**src/rtl/tdma_seq_pkg.sv**
```systemverilog
package tdma_seq_pkg;

    localparam int NODE_W  = 4;
    localparam int LEN_W   = 8;
    localparam int ROUND_W = 3;

    typedef logic [NODE_W-1:0]  node_id_t;
    typedef logic [LEN_W-1:0]   len_t;
    typedef logic [ROUND_W-1:0] round_t;

    typedef struct packed {
        node_id_t owner;
        len_t     slot_len;
        len_t     tp_len;
    } slot_desc_t;

    typedef struct packed {
        logic send;
        logic recv;
        logic eotp;
    } slot_evt_t;

    localparam slot_desc_t DESC_RESET = '{owner: '0, slot_len: len_t'(1), tp_len: len_t'(1)};

    // true when the incremented in-slot count matches a programmed length
    function automatic logic count_hits(input len_t pos, input len_t target);
        logic [LEN_W:0] nxt;
        nxt = {1'b0, pos} + {{LEN_W{1'b0}}, 1'b1};
        return nxt == {1'b0, target};
    endfunction

endpackage

```
**src/rtl/tdma_desc_table.sv**
```systemverilog
module tdma_desc_table
    import tdma_seq_pkg::*;
#(
    parameter int SLOTS = 8,
    parameter int IDX_W = 3
) (
    input  logic             clk,
    input  logic             rst,
    input  logic             wr_en,
    input  logic [IDX_W-1:0] wr_idx,
    input  slot_desc_t       wr_desc,
    input  logic [IDX_W-1:0] rd_a_idx,
    input  logic [IDX_W-1:0] rd_b_idx,
    output slot_desc_t       rd_a,
    output slot_desc_t       rd_b
);

    slot_desc_t ents [SLOTS];

    for (genvar g = 0; g < SLOTS; g++) begin : g_ent
        slot_desc_t ent_q;
        always_ff @(posedge clk) begin
            if (rst)
                ent_q <= DESC_RESET;
            else if (wr_en && (int'(wr_idx) == g))
                ent_q <= wr_desc;
        end
        assign ents[g] = ent_q;
    end

    always_comb begin
        rd_a = DESC_RESET;
        rd_b = DESC_RESET;
        if (int'(rd_a_idx) < SLOTS) rd_a = ents[rd_a_idx];
        if (int'(rd_b_idx) < SLOTS) rd_b = ents[rd_b_idx];
    end

endmodule

```
**src/rtl/tdma_slot_timer.sv**
```systemverilog
module tdma_slot_timer
    import tdma_seq_pkg::*;
(
    input  logic clk,
    input  logic rst,
    input  logic clr,
    input  logic step,
    input  len_t slot_len,
    input  len_t tp_len,
    output logic slot_end,
    output logic tp_end
);

    len_t pos_q;

    assign slot_end = count_hits(pos_q, slot_len);
    assign tp_end   = count_hits(pos_q, tp_len);

    always_ff @(posedge clk) begin
        if (rst || clr)
            pos_q <= '0;
        else if (step)
            pos_q <= slot_end ? '0 : pos_q + len_t'(1);
    end

endmodule

```
**src/rtl/tdma_index_ctr.sv**
```systemverilog
module tdma_index_ctr
    import tdma_seq_pkg::*;
#(
    parameter int IDX_W = 3
) (
    input  logic             clk,
    input  logic             rst,
    input  logic             clr,
    input  logic             adv,
    input  logic [IDX_W-1:0] last_slot,
    input  round_t           last_round,
    output logic [IDX_W-1:0] slot_q,
    output round_t           round_q,
    output logic [IDX_W-1:0] nxt_slot,
    output round_t           nxt_round
);

    logic round_done;

    assign round_done = (slot_q == last_slot);
    assign nxt_slot   = round_done ? '0 : slot_q + {{(IDX_W-1){1'b0}}, 1'b1};

    always_comb begin
        nxt_round = round_q;
        if (round_done)
            nxt_round = (round_q == last_round) ? '0 : round_q + round_t'(1);
    end

    always_ff @(posedge clk) begin
        if (rst || clr) begin
            slot_q  <= '0;
            round_q <= '0;
        end else if (adv) begin
            slot_q  <= nxt_slot;
            round_q <= nxt_round;
        end
    end

endmodule

```
**src/rtl/tdma_slot_sequencer.sv**
```systemverilog
module tdma_slot_sequencer
    import tdma_seq_pkg::*;
#(
    parameter  int SLOTS = 8,
    localparam int IDX_W = $clog2(SLOTS)
) (
    input  logic             clk,
    input  logic             rst,
    input  logic             run,
    input  logic             mt_tick,
    input  node_id_t         node_id,
    input  logic             tbl_we,
    input  logic [IDX_W-1:0] tbl_idx,
    input  node_id_t         tbl_owner,
    input  len_t             tbl_slot_len,
    input  len_t             tbl_tp_len,
    input  logic             geo_we,
    input  logic [IDX_W-1:0] geo_last_slot,
    input  round_t           geo_last_round,
    output logic             send_stb,
    output logic             recv_stb,
    output logic             eotp_stb,
    output logic [IDX_W-1:0] slot_idx,
    output round_t           round_idx
);

    logic [IDX_W-1:0] last_slot_q;
    round_t           last_round_q;
    logic             active_q;
    slot_evt_t        evt_q, evt_d;

    logic             start_now, step, enter, clr;
    logic             slot_end, tp_end;
    logic [IDX_W-1:0] nxt_slot, enter_idx;
    round_t           nxt_round;
    slot_desc_t       cur_desc, enter_desc, wr_desc;

    assign clr       = ~run;
    assign start_now = run & mt_tick & ~active_q;
    assign step      = run & mt_tick & active_q;
    assign enter     = start_now | (step & slot_end);
    assign enter_idx = start_now ? '0 : nxt_slot;
    assign wr_desc   = '{owner: tbl_owner, slot_len: tbl_slot_len, tp_len: tbl_tp_len};

    always_ff @(posedge clk) begin
        if (rst) begin
            last_slot_q  <= '0;
            last_round_q <= '0;
        end else if (geo_we) begin
            last_slot_q  <= geo_last_slot;
            last_round_q <= geo_last_round;
        end
    end

    tdma_desc_table #(.SLOTS(SLOTS), .IDX_W(IDX_W)) u_table (
        .clk      (clk),
        .rst      (rst),
        .wr_en    (tbl_we),
        .wr_idx   (tbl_idx),
        .wr_desc  (wr_desc),
        .rd_a_idx (slot_idx),
        .rd_b_idx (enter_idx),
        .rd_a     (cur_desc),
        .rd_b     (enter_desc)
    );

    tdma_slot_timer u_timer (
        .clk      (clk),
        .rst      (rst),
        .clr      (clr),
        .step     (step),
        .slot_len (cur_desc.slot_len),
        .tp_len   (cur_desc.tp_len),
        .slot_end (slot_end),
        .tp_end   (tp_end)
    );

    tdma_index_ctr #(.IDX_W(IDX_W)) u_index (
        .clk        (clk),
        .rst        (rst),
        .clr        (clr),
        .adv        (step & slot_end),
        .last_slot  (last_slot_q),
        .last_round (last_round_q),
        .slot_q     (slot_idx),
        .round_q    (round_idx),
        .nxt_slot   (nxt_slot),
        .nxt_round  (nxt_round)
    );

    always_comb begin
        evt_d.send = enter & (enter_desc.owner == node_id);
        evt_d.recv = enter & (enter_desc.owner != node_id);
        evt_d.eotp = step & tp_end;
    end

    always_ff @(posedge clk) begin
        if (rst || clr) begin
            active_q <= 1'b0;
            evt_q    <= '0;
        end else begin
            if (start_now) active_q <= 1'b1;
            evt_q <= evt_d;
        end
    end

    assign send_stb = evt_q.send;
    assign recv_stb = evt_q.recv;
    assign eotp_stb = evt_q.eotp;

endmodule

```
**config.mk**
```make
export PLATFORM = sky130hd
export DESIGN_NAME = tdma_slot_sequencer
export DESIGN_NICKNAME = d
export VERILOG_FILES = /design/src/rtl/tdma_seq_pkg.sv /design/src/rtl/tdma_desc_table.sv /design/src/rtl/tdma_slot_timer.sv /design/src/rtl/tdma_index_ctr.sv /design/src/rtl/tdma_slot_sequencer.sv
export SDC_FILE = /design/constraint.sdc
export NUM_CORES = 1
export LEC_CHECK = 0
export ABC_AREA = 0
export BUFFER_PORTS_ARGS = -buffer_cell sky130_fd_sc_hd__buf_4
export CORE_MARGIN = 4
export CORE_UTILIZATION = 60
export DETAILED_ROUTE_END_ITERATION = 6
export GPL_ROUTABILITY_DRIVEN = 0
export GPL_TIMING_DRIVEN = 0
export PLACE_DENSITY = 0.78
export SLEW_MARGIN = 20
export SYNTH_ARGS = -nofsm -noshare
export SYNTH_HDL_FRONTEND = slang
export SYNTH_SLANG_ARGS = --single-unit
export TNS_END_PERCENT = 30
```
**constraint.sdc**
```tcl
create_clock -name clk -period 4.9 [get_ports clk]
set_clock_uncertainty 0.15 [all_clocks]
set_input_delay 0.245 -clock clk [delete_from_list [all_inputs] [get_ports clk]]
set_output_delay 0.245 -clock clk [all_outputs]
set_load 0.1 [all_outputs]
```
**Word-level counts from Yosys, hierarchy flattened**

Cells that the tools add are included.
Widths: inputs -> output; s select.

- Bits in registers: 184
- Input port bits: 39
- Output and inout port bits: 9
- Logic and storage cells: 85

- Add/sub/neg operators: 4
- Magnitude comparators: 2
- Equal/unequal tests: 13
- Mux-type cells: 10
- Bitwise operators: 12
- Reduce and logical (&&, ||, !) cells: 11

Operators with widths:

| cell | number |
|---|---|
| $bmux 20 s3 | 2 |
| $mux 20 | 2 |
| $mux 16 | 2 |
| $eq 9x8->1 | 2 |
| $eq 3x3->1 const B | 4 |
| $add 8x1->9 const B | 1 |
| $mux 3 | 3 |
| $add 8x1->8 const B | 1 |
| $ge 4x4->1 const B | 2 |
| $logic_and 1x1->1 | 8 |
| $mux 8 | 1 |
| $not 3->4 | 2 |
| $and 1x1->1 | 7 |
| $add 3x1->3 const B | 2 |
| $eq 3x2->1 const B | 2 |
| $eq 3x3->1 | 2 |
| $eq 4x4->1 | 1 |
| $ne 4x4->1 | 1 |
| $eq 3x1->1 const B | 1 |
| $logic_not 3->1 | 1 |
| $not 1->1 | 2 |
| $reduce_and 2->1 | 1 |
| $logic_or 1x1->1 | 1 |
| $or 1x1->1 | 1 |

**Logic depth before layout (Yosys ltp)**

- Depth after elaboration: 9
- Mapped depth: 12
- Gate-level depth less buffers: 8

**By module**

Synthesis repeated with hierarchy kept, for this count alone.

- Cell total of the unflattened synthesis: 1085
- Area total of the unflattened synthesis: 10105.9 um^2

Modules (own cells, without submodules):

| module | times used | cells each | area an instance (um^2) | sequential area each (um^2) |
|---|---|---|---|---|
| tdma_desc_table | 1 | 870 | 8320.5 | 3203.1 |
| tdma_slot_timer | 1 | 116 | 920.9 | 160.2 |
| tdma_index_ctr | 1 | 57 | 434.2 | 120.1 |
| tdma_slot_sequencer | 1 | 42 | 430.4 | 200.2 |

**Least setup slack after synthesis**

No wires, ideal clock.

- Path type: reg-to-reg
- Start point: register u_index.slot_q[0]
- End point: register evt_q (netlist bit send_stb)
- Arrival: 3.023 ns
- Path slack: 1.639 ns
- Stages on the path, launching flop included: 10
- Buffers on the path: 2
- Period minus slack after synthesis: 3.261 ns
- Cells stage by stage: dfxtp_1 buf_6 buf_8 mux4_2 mux2i_1 nor3_1 a311oi_2 nand4_2 a211o_1 nor4b_2

- Word-level cells in the longest chain between the ends: 9
- Elaborated cells between the ends (all ways): 17

RTL lines:

| item | RTL line | text |
|---|---|---|
| from (decl) | tdma_index_ctr.sv:12 | `output logic [IDX_W-1:0] slot_q,` |
| from (signal assigned) | tdma_index_ctr.sv:34 | `slot_q <= nxt_slot;` |
| $add 3x1->3 or $eq 3x3->1 (tied branches) | tdma_index_ctr.sv:21, tdma_index_ctr.sv:20 |  |
| $mux 3 | tdma_index_ctr.sv:21 | `assign nxt_slot = round_done ? '0 : slot_q + {{(IDX_W-1){1'b0}}, 1'b1};` |
| $mux 3 | tdma_slot_sequencer.sv:42 | `assign enter_idx = start_now ? '0 : nxt_slot;` |
| $not 3->4 (implied by the code) | tdma_desc_table.sv:35 | `if (int'(rd_b_idx) < SLOTS) rd_b = ents[rd_b_idx];` |
| $bmux 20 s3 | tdma_desc_table.sv:35 |  |
| $mux 20 (implied by the code) (2 in series) | tdma_desc_table.sv:35 |  |
| $eq 4x4->1 | tdma_slot_sequencer.sv:92 | `evt_d.send = enter & (enter_desc.owner == node_id);` |
| $and 1x1->1 (*) | tdma_slot_sequencer.sv:92 |  |
| to (signal assigned) | tdma_slot_sequencer.sv:103 | `evt_q <= evt_d;` |
| to (decl) | tdma_slot_sequencer.sv:30 | `slot_evt_t evt_q, evt_d;` |

Every way passes the cells marked *; elsewhere a longest branch is shown, timed or not. The select of a mux whose other input is x is not followed.
A chain may end at the register's enable or synchronous reset.

**Final worst setup path**

- Start point: register u_index.slot_q[1]
- End point: register evt_q (netlist bit send_stb)

The elaborated chain is that of the path after synthesis.

==> reports/qor.txt <==
Outcome: finished clean
Placed cell count: 1,225
First-pass GRT wire length: 39.8 mm
Largest net degree at the start of global routing: 17
Top cells by count, synth: nand2_1, dfxtp_1, a21oi_1
Syn nets: 1,064
Pre-antenna DRT Iters: 6
Core Area: 13,900 µm²
Max_slew headroom: 36.4%
Post-CTS setup buffers: 0
Yosys reg bits: 184
Clock sinks: 184
Final Hold Fails: 0
Sequential-to-total area share from yosys stat: 43.4%
Worst-path clk slew: 0.07 ns
CP endpoint kind: flop
WL/cell: 20.0 µm
ANT cells: 0
Critical path arrival: 4.17 ns
Number of synthesized flops with an enable pin: 0
Max-cap violations: 0
Initial Util: 61.2%
Post-CTS Resized: 0
Die span in y: 127 µm
Post-synth top area share: 43.4%
Slew Viols, Final: 0
Clock buffer count from CTS: 17
Global route total overflow: 0
Critical R2R Launch: u_index.slot_q[1]
Synth warnings: 0
Initial drt markers: 1,003
Layout area overhead: 13.4%
ANT nets after route: 0
P per Cell Area: 326 nW/µm²
Sum Neg Setup Slack: 0 ns
Die span in x: 127 µm
Layout cells sized above 1: 11.6%
Crit path required time: 5.12 ns
Maximum clock path buffer count: 2
Gr busiest metal: met2
DR vias: 7,741
Final wirelength: 25.4 mm
Gr usage total: 32.2%
CP Launch Type: flop
Vias/cell: 6.08
Dominant synthesized flop cell: dfxtp_1
I/O Pins: 48
Hold_sp: tbl_slot_len[5]
Leakage: 0.00329 µW
Vias in the first global route: 7,544
Clock Latency Late Sink: 0.44 ns
Post-synth ARST share: 0%
Initial antenna violation count: 0
Met3 Use GR: 8.34%
Core Util, Final: 69.4%
Peak fanout along the critical path: 10
Yosys top cell by area: dfxtp_1
Die area: 16,100 µm²
Root Buffer: clkbuf_16
Placed Area: 8890 µm²
GR met1 Demand/Resource: 41.4%
Buffers added on ports: 23
M2 GR Usage: 51.0%
Top-count cell post-synth: nand2_1
Final instance area: 9630 µm²
Synth area leaders: dfxtp_1, nand2_1, a21oi_1
Path category of the worst min-delay check: in -> reg
Post-synth cell types: 58
CP startpoint: u_index.slot_q[1]
DRC viols: 0
Post-Syn Area: 8490 µm²
DP HPWL: 17.1 mm
TritonCTS clock tree: yes
H-tree levels: 4
Achievable Freq: 0.253 GHz
Non-Filler Instances: 1,274
Fin crit share: 80.7%
Fin crit period: 3.95 ns
# setup viols final: 0
# rows: 43
Cells after synthesis: 1,022
Fill cell count: 1,134
Synth Area per Inst: 8.31 µm²
Crit Path Class: reg -> reg
Worst-margin pin slew: 0.949 ns
Peak VDD IR: 260 µV
Final nets: 1,123
RSZ-0062 raised after global routing: false
routing by layer:
| layer | routed length, µm | up-vias |
|---|---|---|
| met5 | 0 | - |
| met3 | 2700 | 80 |
| li1 | - | 3594 |
| met1 | 10100 | 3651 |
| met4 | 953 | 0 |
| met2 | 11600 | 416 |
cell families after synthesis:
logic type / synth area share, %
simple gates: 22.4
compound gates: 13.5
flops: 43.4
buf+inv: 5.29
mux: 11.8
xor+xnor: 3.15
fa+ha+maj: 0.442
report_power, final:
group	total, µW	internal, µW	switching [µW]
registers	1550	1530	18.2
logic	251	85.4	166
clock network	1340	733	609
total	3140	2350	793
cell usage in the layout (no fill, tap or decap), types with 5 or more instances in the layout:
| cell type | n |
|---|---|
| nand3_1 | 12 |
| clkbuf_2 | 20 |
| mux4_2 | 32 |
| a22oi_1 | 5 |
| buf_2 | 9 |
| dlygate4sd3_1 | 17 |
| clkbuf_16 | 17 |
| nand2_1 | 341 |
| or3_1 | 5 |
| nor3_1 | 9 |
| xnor2_1 | 10 |
| nand3b_1 | 17 |
| a21oi_1 | 158 |
| nor2b_1 | 6 |
| nand2b_1 | 6 |
| mux2i_1 | 28 |
| nor2_1 | 23 |
| o21ai_0 | 8 |
| clkbuf_1 | 59 |
| buf_4 | 26 |
| dfxtp_1 | 184 |
| xor2_1 | 18 |
final cells by class:
type | count | area [µm²] | share of cell area, %
Clock buffer | 20 | 457 | 4.74
Buffer | 94 | 434 | 4.51
Timing Repair Buffer | 40 | 343 | 3.56
Tap cell | 180 | 225 | 2.34
Clock inverter | 12 | 116 | 1.21
Sequential cell | 184 | 3680 | 38.2
Inverter | 4 | 15.0 | 0.156
Multi-Input combinational cell | 740 | 4360 | 45.2
metrics by stage:
stage / hold slack, ns / total power, µW / worst slack (ns)
after detailed placement: 0.294 / 1810 / 1.64
after floorplan: 0.211 / 1730 / 1.64
after CTS: 0.00129 / 3120 / 1.12
final: 0.00573 / 3140 / 0.947
after global routing: 0.00505 / 3220 / 0.904
after global placement: 0.288 / 1810 / 1.61
worst paths after layout:
path / end / slack [ns] / depth (start not counted)
worst max-delay path: send_stb / 0.95 / 10
worst min register to register: u_table.ents[66] / 0.31 / 2
worst max register to register: send_stb / 0.95 / 10
worst min-delay path: u_table.ents[53] / 0.006 / 3
flip-flops by register name (all words and copies together) (netlist names):
name	count
last_round_q	3
u_index.round_q	3
u_index.slot_q	3
active_q	1
u_timer.pos_q	8
last_slot_q	3
eotp_stb	1
recv_stb	1
u_table.ents	160
send_stb	1
worst max-delay path, cell delays in order (launching register included):
cell	delay [ns]
dfxtp_1	0.37
buf_2	0.32
buf_2	0.38
mux4_2	0.34
mux2i_1	0.41
xor2_1	0.19
and4bb_2	0.28
nand4_2	0.20
a211o_1	0.39
nor4b_2	0.24
dlygate4sd3_1	0.60
what timing repair did:
action	in CTS	in global routing
endpoints found under the hold margin	46	0
endpoints found under the setup margin	0	0
hold buffers	17	0
Note: power is estimated with default switching activity, not from simulation.
